## config.mk

```make
export PLATFORM = sky130hd
export DESIGN_NAME = tod_bcd_counter
export DESIGN_NICKNAME = d
export VERILOG_FILES = /design/src/rtl/tod_pkg.sv /design/src/rtl/tod_key_sync.sv /design/src/rtl/tod_preset_clamp.sv /design/src/rtl/tod_digit.sv /design/src/rtl/tod_hour_pair.sv /design/src/rtl/tod_bcd_counter.sv
export SDC_FILE = /design/constraint.sdc
export NUM_CORES = 1
export LEC_CHECK = 0
export BUFFER_PORTS_ARGS = -buffer_cell sky130_fd_sc_hd__buf_2
export CORE_UTILIZATION = 35
export DETAILED_ROUTE_END_ITERATION = 10
export GPL_TIMING_DRIVEN = 0
export PLACE_DENSITY = 0.63
export SETUP_SLACK_MARGIN = 0.05
export SLEW_MARGIN = 25
export SYNTH_ARGS = -nofsm -noshare
export SYNTH_HDL_FRONTEND = slang
export SYNTH_SLANG_ARGS = --single-unit
```

## constraint.sdc

```tcl
create_clock -name clk -period 2.3 [get_ports clk]
set_clock_uncertainty 0.15 [all_clocks]
set_input_delay 0.23 -clock clk [delete_from_list [all_inputs] [get_ports clk]]
set_output_delay 0.23 -clock clk [all_outputs]
set_load 0.01 [all_outputs]
```

## src/rtl/tod_pkg.sv

```systemverilog
package tod_pkg;
   localparam int DIGIT_W   = 4;
   localparam int NUM_DIG   = 6;
   localparam int TIME_W    = DIGIT_W * NUM_DIG;
   localparam int UNITS_MAX = 9;
   localparam int TENS_MAX  = 5;
   localparam int HOUR_T_MAX = 2;
   localparam int HOUR_U_LAST = 3;

   typedef logic [DIGIT_W-1:0] digit_t;

   typedef struct packed {
      digit_t hr_t;
      digit_t hr_u;
      digit_t mn_t;
      digit_t mn_u;
      digit_t sc_t;
      digit_t sc_u;
   } tod_time_t;
endpackage

```

## src/rtl/tod_key_sync.sv

```systemverilog
module tod_key_sync #(
   parameter int STAGES     = 2,
   parameter bit ACTIVE_LOW = 1'b0
) (
   input  logic clk,
   input  logic rst,
   input  logic key_i,
   output logic press_o
);
   initial assert (STAGES >= 2) else $error("tod_key_sync: STAGES must be at least 2");

   logic             key_lvl;
   logic [STAGES-1:0] sync_q;
   logic             prev_q;

   generate
      if (ACTIVE_LOW) begin : g_inv
         assign key_lvl = ~key_i;
      end else begin : g_dir
         assign key_lvl = key_i;
      end
   endgenerate

   always_ff @(posedge clk) begin
      if (rst) begin
         sync_q <= '0;
         prev_q <= 1'b0;
      end else begin
         sync_q <= {sync_q[STAGES-2:0], key_lvl};
         prev_q <= sync_q[STAGES-1];
      end
   end

   assign press_o = sync_q[STAGES-1] & ~prev_q;

   assert_single_press_R8: assert property (@(posedge clk) disable iff (rst)
      press_o |=> !press_o);
endmodule

```

## src/rtl/tod_preset_clamp.sv

```systemverilog
module tod_preset_clamp
   import tod_pkg::*;
(
   input  tod_time_t raw_i,
   output tod_time_t legal_o
);
   function automatic digit_t cap(input digit_t d, input int lim);
      return (d > digit_t'(lim)) ? digit_t'(lim) : d;
   endfunction

   logic hour_over;

   always_comb begin
      hour_over = (raw_i.hr_t > digit_t'(HOUR_T_MAX)) ||
                  ((raw_i.hr_t == digit_t'(HOUR_T_MAX)) && (raw_i.hr_u > digit_t'(HOUR_U_LAST)));
      if (hour_over) begin
         legal_o.hr_t = digit_t'(HOUR_T_MAX);
         legal_o.hr_u = digit_t'(HOUR_U_LAST);
      end else begin
         legal_o.hr_t = raw_i.hr_t;
         legal_o.hr_u = cap(raw_i.hr_u, UNITS_MAX);
      end
      legal_o.mn_t = cap(raw_i.mn_t, TENS_MAX);
      legal_o.mn_u = cap(raw_i.mn_u, UNITS_MAX);
      legal_o.sc_t = cap(raw_i.sc_t, TENS_MAX);
      legal_o.sc_u = cap(raw_i.sc_u, UNITS_MAX);
   end
endmodule

```

## src/rtl/tod_digit.sv

```systemverilog
module tod_digit
   import tod_pkg::*;
#(
   parameter int LIMIT = 9
) (
   input  logic   clk,
   input  logic   rst,
   input  logic   load_i,
   input  digit_t load_val_i,
   input  logic   inc_i,
   output digit_t q_o,
   output logic   wrap_o
);
   initial assert (LIMIT > 0 && LIMIT <= UNITS_MAX) else $error("tod_digit: LIMIT out of range");

   localparam digit_t LIM = digit_t'(LIMIT);

   always_ff @(posedge clk) begin
      if (rst)          q_o <= '0;
      else if (load_i)  q_o <= load_val_i;
      else if (inc_i)   q_o <= (q_o == LIM) ? '0 : q_o + digit_t'(1);
   end

   assign wrap_o = inc_i & (q_o == LIM);

   assert_digit_limit_R3: assert property (@(posedge clk) disable iff (rst)
      !load_i |=> (q_o <= LIM));
endmodule

```

## src/rtl/tod_hour_pair.sv

```systemverilog
module tod_hour_pair
   import tod_pkg::*;
(
   input  logic   clk,
   input  logic   rst,
   input  logic   load_i,
   input  digit_t load_t_i,
   input  digit_t load_u_i,
   input  logic   inc_i,
   output digit_t tens_o,
   output digit_t units_o
);
   logic last_hour;
   assign last_hour = (tens_o == digit_t'(HOUR_T_MAX)) && (units_o == digit_t'(HOUR_U_LAST));

   always_ff @(posedge clk) begin
      if (rst) begin
         tens_o  <= '0;
         units_o <= '0;
      end else if (load_i) begin
         tens_o  <= load_t_i;
         units_o <= load_u_i;
      end else if (inc_i) begin
         if (last_hour) begin
            tens_o  <= '0;
            units_o <= '0;
         end else if (units_o == digit_t'(UNITS_MAX)) begin
            tens_o  <= tens_o + digit_t'(1);
            units_o <= '0;
         end else begin
            units_o <= units_o + digit_t'(1);
         end
      end
   end

   assert_hour_legal_R4: assert property (@(posedge clk) disable iff (rst)
      (tens_o <= digit_t'(HOUR_T_MAX)) &&
      !((tens_o == digit_t'(HOUR_T_MAX)) && (units_o > digit_t'(HOUR_U_LAST))));
endmodule

```

## src/rtl/tod_bcd_counter.sv

```systemverilog
module tod_bcd_counter
   import tod_pkg::*;
#(
   parameter int SYNC_STAGES    = 2,
   parameter bit KEY_ACTIVE_LOW = 1'b0
) (
   input  logic              clk,
   input  logic              rst,
   input  logic              tick_i,
   input  logic              load_key_i,
   input  logic [TIME_W-1:0] preset_i,
   output logic [TIME_W-1:0] time_o
);
   localparam int PAIRS = 2;

   logic      load_p;
   tod_time_t legal;
   tod_time_t cur;

   tod_key_sync #(.STAGES(SYNC_STAGES), .ACTIVE_LOW(KEY_ACTIVE_LOW)) u_key (
      .clk(clk), .rst(rst), .key_i(load_key_i), .press_o(load_p));

   tod_preset_clamp u_clamp (.raw_i(tod_time_t'(preset_i)), .legal_o(legal));

   digit_t ld_u [PAIRS];
   digit_t ld_t [PAIRS];
   digit_t q_u  [PAIRS];
   digit_t q_t  [PAIRS];
   logic   cin  [PAIRS+1];
   logic   wr_u [PAIRS];

   assign ld_u[0] = legal.sc_u;
   assign ld_t[0] = legal.sc_t;
   assign ld_u[1] = legal.mn_u;
   assign ld_t[1] = legal.mn_t;
   assign cin[0]  = tick_i & ~load_p;

   genvar g;
   generate
      for (g = 0; g < PAIRS; g++) begin : g_pair
         tod_digit #(.LIMIT(UNITS_MAX)) u_units (
            .clk(clk), .rst(rst), .load_i(load_p), .load_val_i(ld_u[g]),
            .inc_i(cin[g]), .q_o(q_u[g]), .wrap_o(wr_u[g]));
         tod_digit #(.LIMIT(TENS_MAX)) u_tens (
            .clk(clk), .rst(rst), .load_i(load_p), .load_val_i(ld_t[g]),
            .inc_i(wr_u[g]), .q_o(q_t[g]), .wrap_o(cin[g+1]));
      end
   endgenerate

   tod_hour_pair u_hours (
      .clk(clk), .rst(rst), .load_i(load_p), .load_t_i(legal.hr_t),
      .load_u_i(legal.hr_u), .inc_i(cin[PAIRS]),
      .tens_o(cur.hr_t), .units_o(cur.hr_u));

   assign cur.sc_u = q_u[0];
   assign cur.sc_t = q_t[0];
   assign cur.mn_u = q_u[1];
   assign cur.mn_t = q_t[1];
   assign time_o   = cur;

   assert_hold_idle_R5: assert property (@(posedge clk) disable iff (rst)
      (!tick_i && !load_p) |=> $stable(time_o));
   assert_load_wins_R7: assert property (@(posedge clk) disable iff (rst)
      load_p |=> (time_o == $past(legal)));
   assert_second_carry_R2: assert property (@(posedge clk) disable iff (rst)
      (tick_i && !load_p && cur.sc_u == digit_t'(UNITS_MAX)) |=> (time_o[3:0] == '0));
   assert_day_wrap_R4: assert property (@(posedge clk) disable iff (rst)
      (tick_i && !load_p && time_o == 24'h235959) |=> (time_o == '0));
endmodule

```

==> summary.md <==
| Metric | Value |
|---|---|
| Status | `completed` |
| Grt met3 use | `4.36%` |
| Count of flip-flops with a built-in enable after synthesis | `0` |
| Crit Path Max Fanout | `7` |
| Primary FF master, synth | `dfxtp_1` |
| Vias per inst | `5.69` |
| All-Layer GR Usage | `19.1%` |
| Reg2reg start | `u_hours.units_o[0]$_SDFFE_PP0P_` |
| CTS Root Cell | `clkbuf_8` |
| Flop2flop setup slack | `0.16 ns` |
| Fmax | `466 MHz` |
| Final instance area | `2080 um^2` |
| Clk slew on worst S/H paths | `0.10 ns` |
| Synth Cell Area | `1700 um^2` |
| Die area | `5140 um^2` |
| Largest cells by area after synthesis | `dfxtp_1 (32%), o21ai_0 (4.7%), nor2_1 (4.6%)` |
| Placer Congestion | `0.796` |
| Post-synth top area share | `31.8%` |
| Pre-CTS WS | `0.0259 ns` |
| Post-synthesis adder-cell area fraction | `2.95%` |
| Max stage delay cell, worst path | `or4b_2` |
| Placed Area | `2020 um^2` |
| Pre-antenna DRT Iters | `4` |
| Avg Inst Size Synth | `8.13 um^2` |
| Synth warn | `0` |
| CP Capture Type | `flip-flop` |
| CTS HTree Levels | `1` |
| Clk_lat worst skew | `0.28 ns` |
| Dpl hpwl | `3520 um` |
| Avg WL per Cell | `14.8 um` |
| I/O pin cnt | `52` |
| Row count | `24` |
| Met2 Usage GRT | `30.9%` |
| Initial antenna violation count | `0` |
| HP Class | `input pin to flip-flop` |
| Reg2Reg Depth | `5` |
| Reg-to-reg endpoint | `u_hours.units_o[2]$_SDFFE_PP0P_` |
| M1 GR Usage | `26.0%` |
| Vias in the first global route | `1666` |
| CP delay by family, top | `simple AND/OR/NAND/NOR gates` |
| Most used routing layer | `met2` |
| Final Max Tran Viols | `0` |
| Final WL | `4680 um` |
| Drt initial violations | `65` |
| Synthesis-stage register bit count | `27` |
| Post-synth top cells | `dfxtp_1 (27), nor2_1 (21), o21ai_0 (16)` |
| Worst slew pin tran | `0.699 ns` |
| Fill cells | `463` |
| Leakage | `0.846 nW` |
| Unrepaired setup endpoints after global routing | `no` |
| Cell Pwr Density | `450 nW/um^2` |
| Largest net degree at the start of global routing | `16` |
| Mux cell area share after synthesis | `2.36%` |
| Worst Path Buf+Inv | `0` |
| Core box area | `4500 um^2` |
| Seq/Total Area, Yosys | `31.8%` |
| Data arrival, critical path | `2.21 ns` |
| Antenna cells | `0` |
| GRT Residual Overflow | `0` |
| Antenna viol nets, final | `0` |
| TritonCTS Buffers | `3` |
| Final Setup Violations | `0` |
| CP required | `2.36 ns` |
| CP Cell Sequence | `ha_1 -> nor2b_1 -> or4b_2 -> a21oi_1 -> o2bb2ai_1` |
| Area added between synthesis and finish | `22.6%` |
| XOR/XNOR share of the synthesized area | `2.06%` |
| Syn Nets | `241` |
| Max incr delay on CP | `0.62 ns` |
| DRC viols | `0` |
| Rel. slew slack | `52.2%` |
| Setup TNS | `0 ns` |
| Die X | `71.7 um` |
| Final WS setup | `0.155 ns` |
| Number of max-cap violations | `0` |
| FFs w/ async S/R, synth | `0%` |
| Largest family of logic cells by synthesized area | `simple AND/OR/NAND/NOR gates` |
| Minimum hold slack | `0.00826 ns` |
| CTS tree | `done` |
| Largest area contributor in the netlist | `dfxtp_1` |
| Critical path class | `flip-flop to flip-flop` |
| Most instantiated library cell after synthesis | `dfxtp_1` |
| Share of cells above drive strength 1 | `25.3%` |
| Die H | `71.7 um` |
| Via count | `1804` |
| PnR Total Power | `0.938 mW` |
| Compound-Gate Fraction of Synth Area | `24.9%` |
| Worst Hold Depth | `3` |
| Worst Hold Endpoint | `g_pair[1].u_units.q_o[2]$_SDFFE_PP0P_` |
| Hold Path Origin | `preset_i[10]` |
| Critical Path Start Type | `flip-flop` |
| # clock sinks | `27` |
| Hold Vio Cnt, Final | `0` |
| PortBufs | `51` |
| Final period utilization | `93.3%` |
| First-pass GRT wire length | `7940 um` |
| Fin crit period | `2.14 ns` |
| Post-Synthesis Cells | `209` |
| Peak supply drop | `0.307 mV` |
| Fin nets | `298` |
| Clk buf depth | `2` |
| Simple-gate share of the synthesized area | `31.5%` |
| Cell variety after synth | `56` |
| Initial Utilization | `37.7%` |
-- power breakdown --
| group | switching [mW] | internal, mW |
|---|---|---|
| Combinational | 0.0831 | 0.0690 |
| Clock | 0.151 | 0.122 |
| Sequential | 0.0272 | 0.485 |
| Total | 0.261 | 0.676 |
-- how the worst max path moves through the flow --
stage | startpoint | end | slack, ns | cells past startpoint
2_1_floorplan | g_pair[1].u_tens.q_o[2]$_SDFFE_PP0P_ | u_hours.units_o[3]$_SDFFE_PP0P_ | 0.27 | 4
3_3_place_gp | g_pair[1].u_tens.q_o[2]$_SDFFE_PP0P_ | u_hours.tens_o[0]$_SDFFE_PP0P_ | -0.01 | 4
3_5_place_dp | g_pair[1].u_tens.q_o[2]$_SDFFE_PP0P_ | u_hours.tens_o[0]$_SDFFE_PP0P_ | 0.03 | 4
4_1_cts | u_hours.units_o[0]$_SDFFE_PP0P_ | u_hours.units_o[2]$_SDFFE_PP0P_ | 0.14 | 5
5_1_grt | u_hours.units_o[0]$_SDFFE_PP0P_ | u_hours.units_o[2]$_SDFFE_PP0P_ | 0.05 | 5
6_report | u_hours.units_o[0]$_SDFFE_PP0P_ | u_hours.units_o[2]$_SDFFE_PP0P_ | 0.16 | 5
-- flip-flops by register name, summed over array words and instances, names as in the netlist --
| name | cells |
|---|---|
| u_key.prev_q | 1 |
| u_key.sync_q | 2 |
| u_hours.tens_o | 4 |
| g_pair.u_units.q_o | 8 |
| g_pair.u_tens.q_o | 8 |
| u_hours.units_o | 4 |
-- metal layers --
| metal | routed length, um | part of all wire, % |
|---|---|---|
| met1 | 2260 | 48 |
| met2 | 2150 | 46 |
| met3 | 241 | 5.1 |
| met4 | 30 | 0.64 |
| met5 | 0 | 0 |
-- stage by stage --
| stage | instances | utilization (%) |
|---|---|---|
| global route | 317 | 46.3 |
| CTS | 317 | 46.2 |
| floorplan | 209 | - |
| global placement | 312 | 44.8 |
| detailed placement | 312 | 44.8 |
| finish | 317 | 46.3 |
-- area by class of cell --
cell class,count,area (um^2),area share [%]
buffer,10,46.3,2.22
clock buffer,3,41.3,1.98
timing repair buffer,52,265,12.7
tap,52,65.1,3.12
clock inverter,1,5.00,0.240
multi-input combinational,164,1090,52.3
inverter,8,30.0,1.44
sequential,27,541,25.9
-- logic make-up after synthesis --
logic type      after synthesis
fa+ha+maj                     4
buf+inv                      18
compound gates               63
mux                           4
simple gates                 89
xor+xnor                      4
flops                        27
-- cells in the final DEF, fill, tap and decap left out, drive strengths merged, types with 3 or more instances in the layout --
cell	Yosys	layout
buf	2	53
dfxtp	27	27
nor2	21	21
o21ai	16	16
a21oi	13	13
clkbuf	8	11
inv	8	8
nand2	8	8
nor2b	8	8
nor3	7	7
a221oi	7	7
a31oi	6	6
nand3	6	6
nand4	5	5
and3	5	5
mux2i	4	4
a311oi	4	4
ha	4	4
nand3b	3	3
or3	3	3
xnor2	3	3
nor3b	3	3
a211oi	3	3
or4	3	3
-- what timing repair did --
action                     CTS  global route
resized for setup            2             2
buffers inserted             0             0
hold buffers                 1             0
setup endpoints to repair    4             1
hold endpoints to repair     1             0
-- tightest hold or removal path, cell delays in order --
cell and delay (ns):
buf_2 0.08, nand2_1 0.04, nand3_1 0.05
Note: power is estimated with default switching activity, not from simulation.
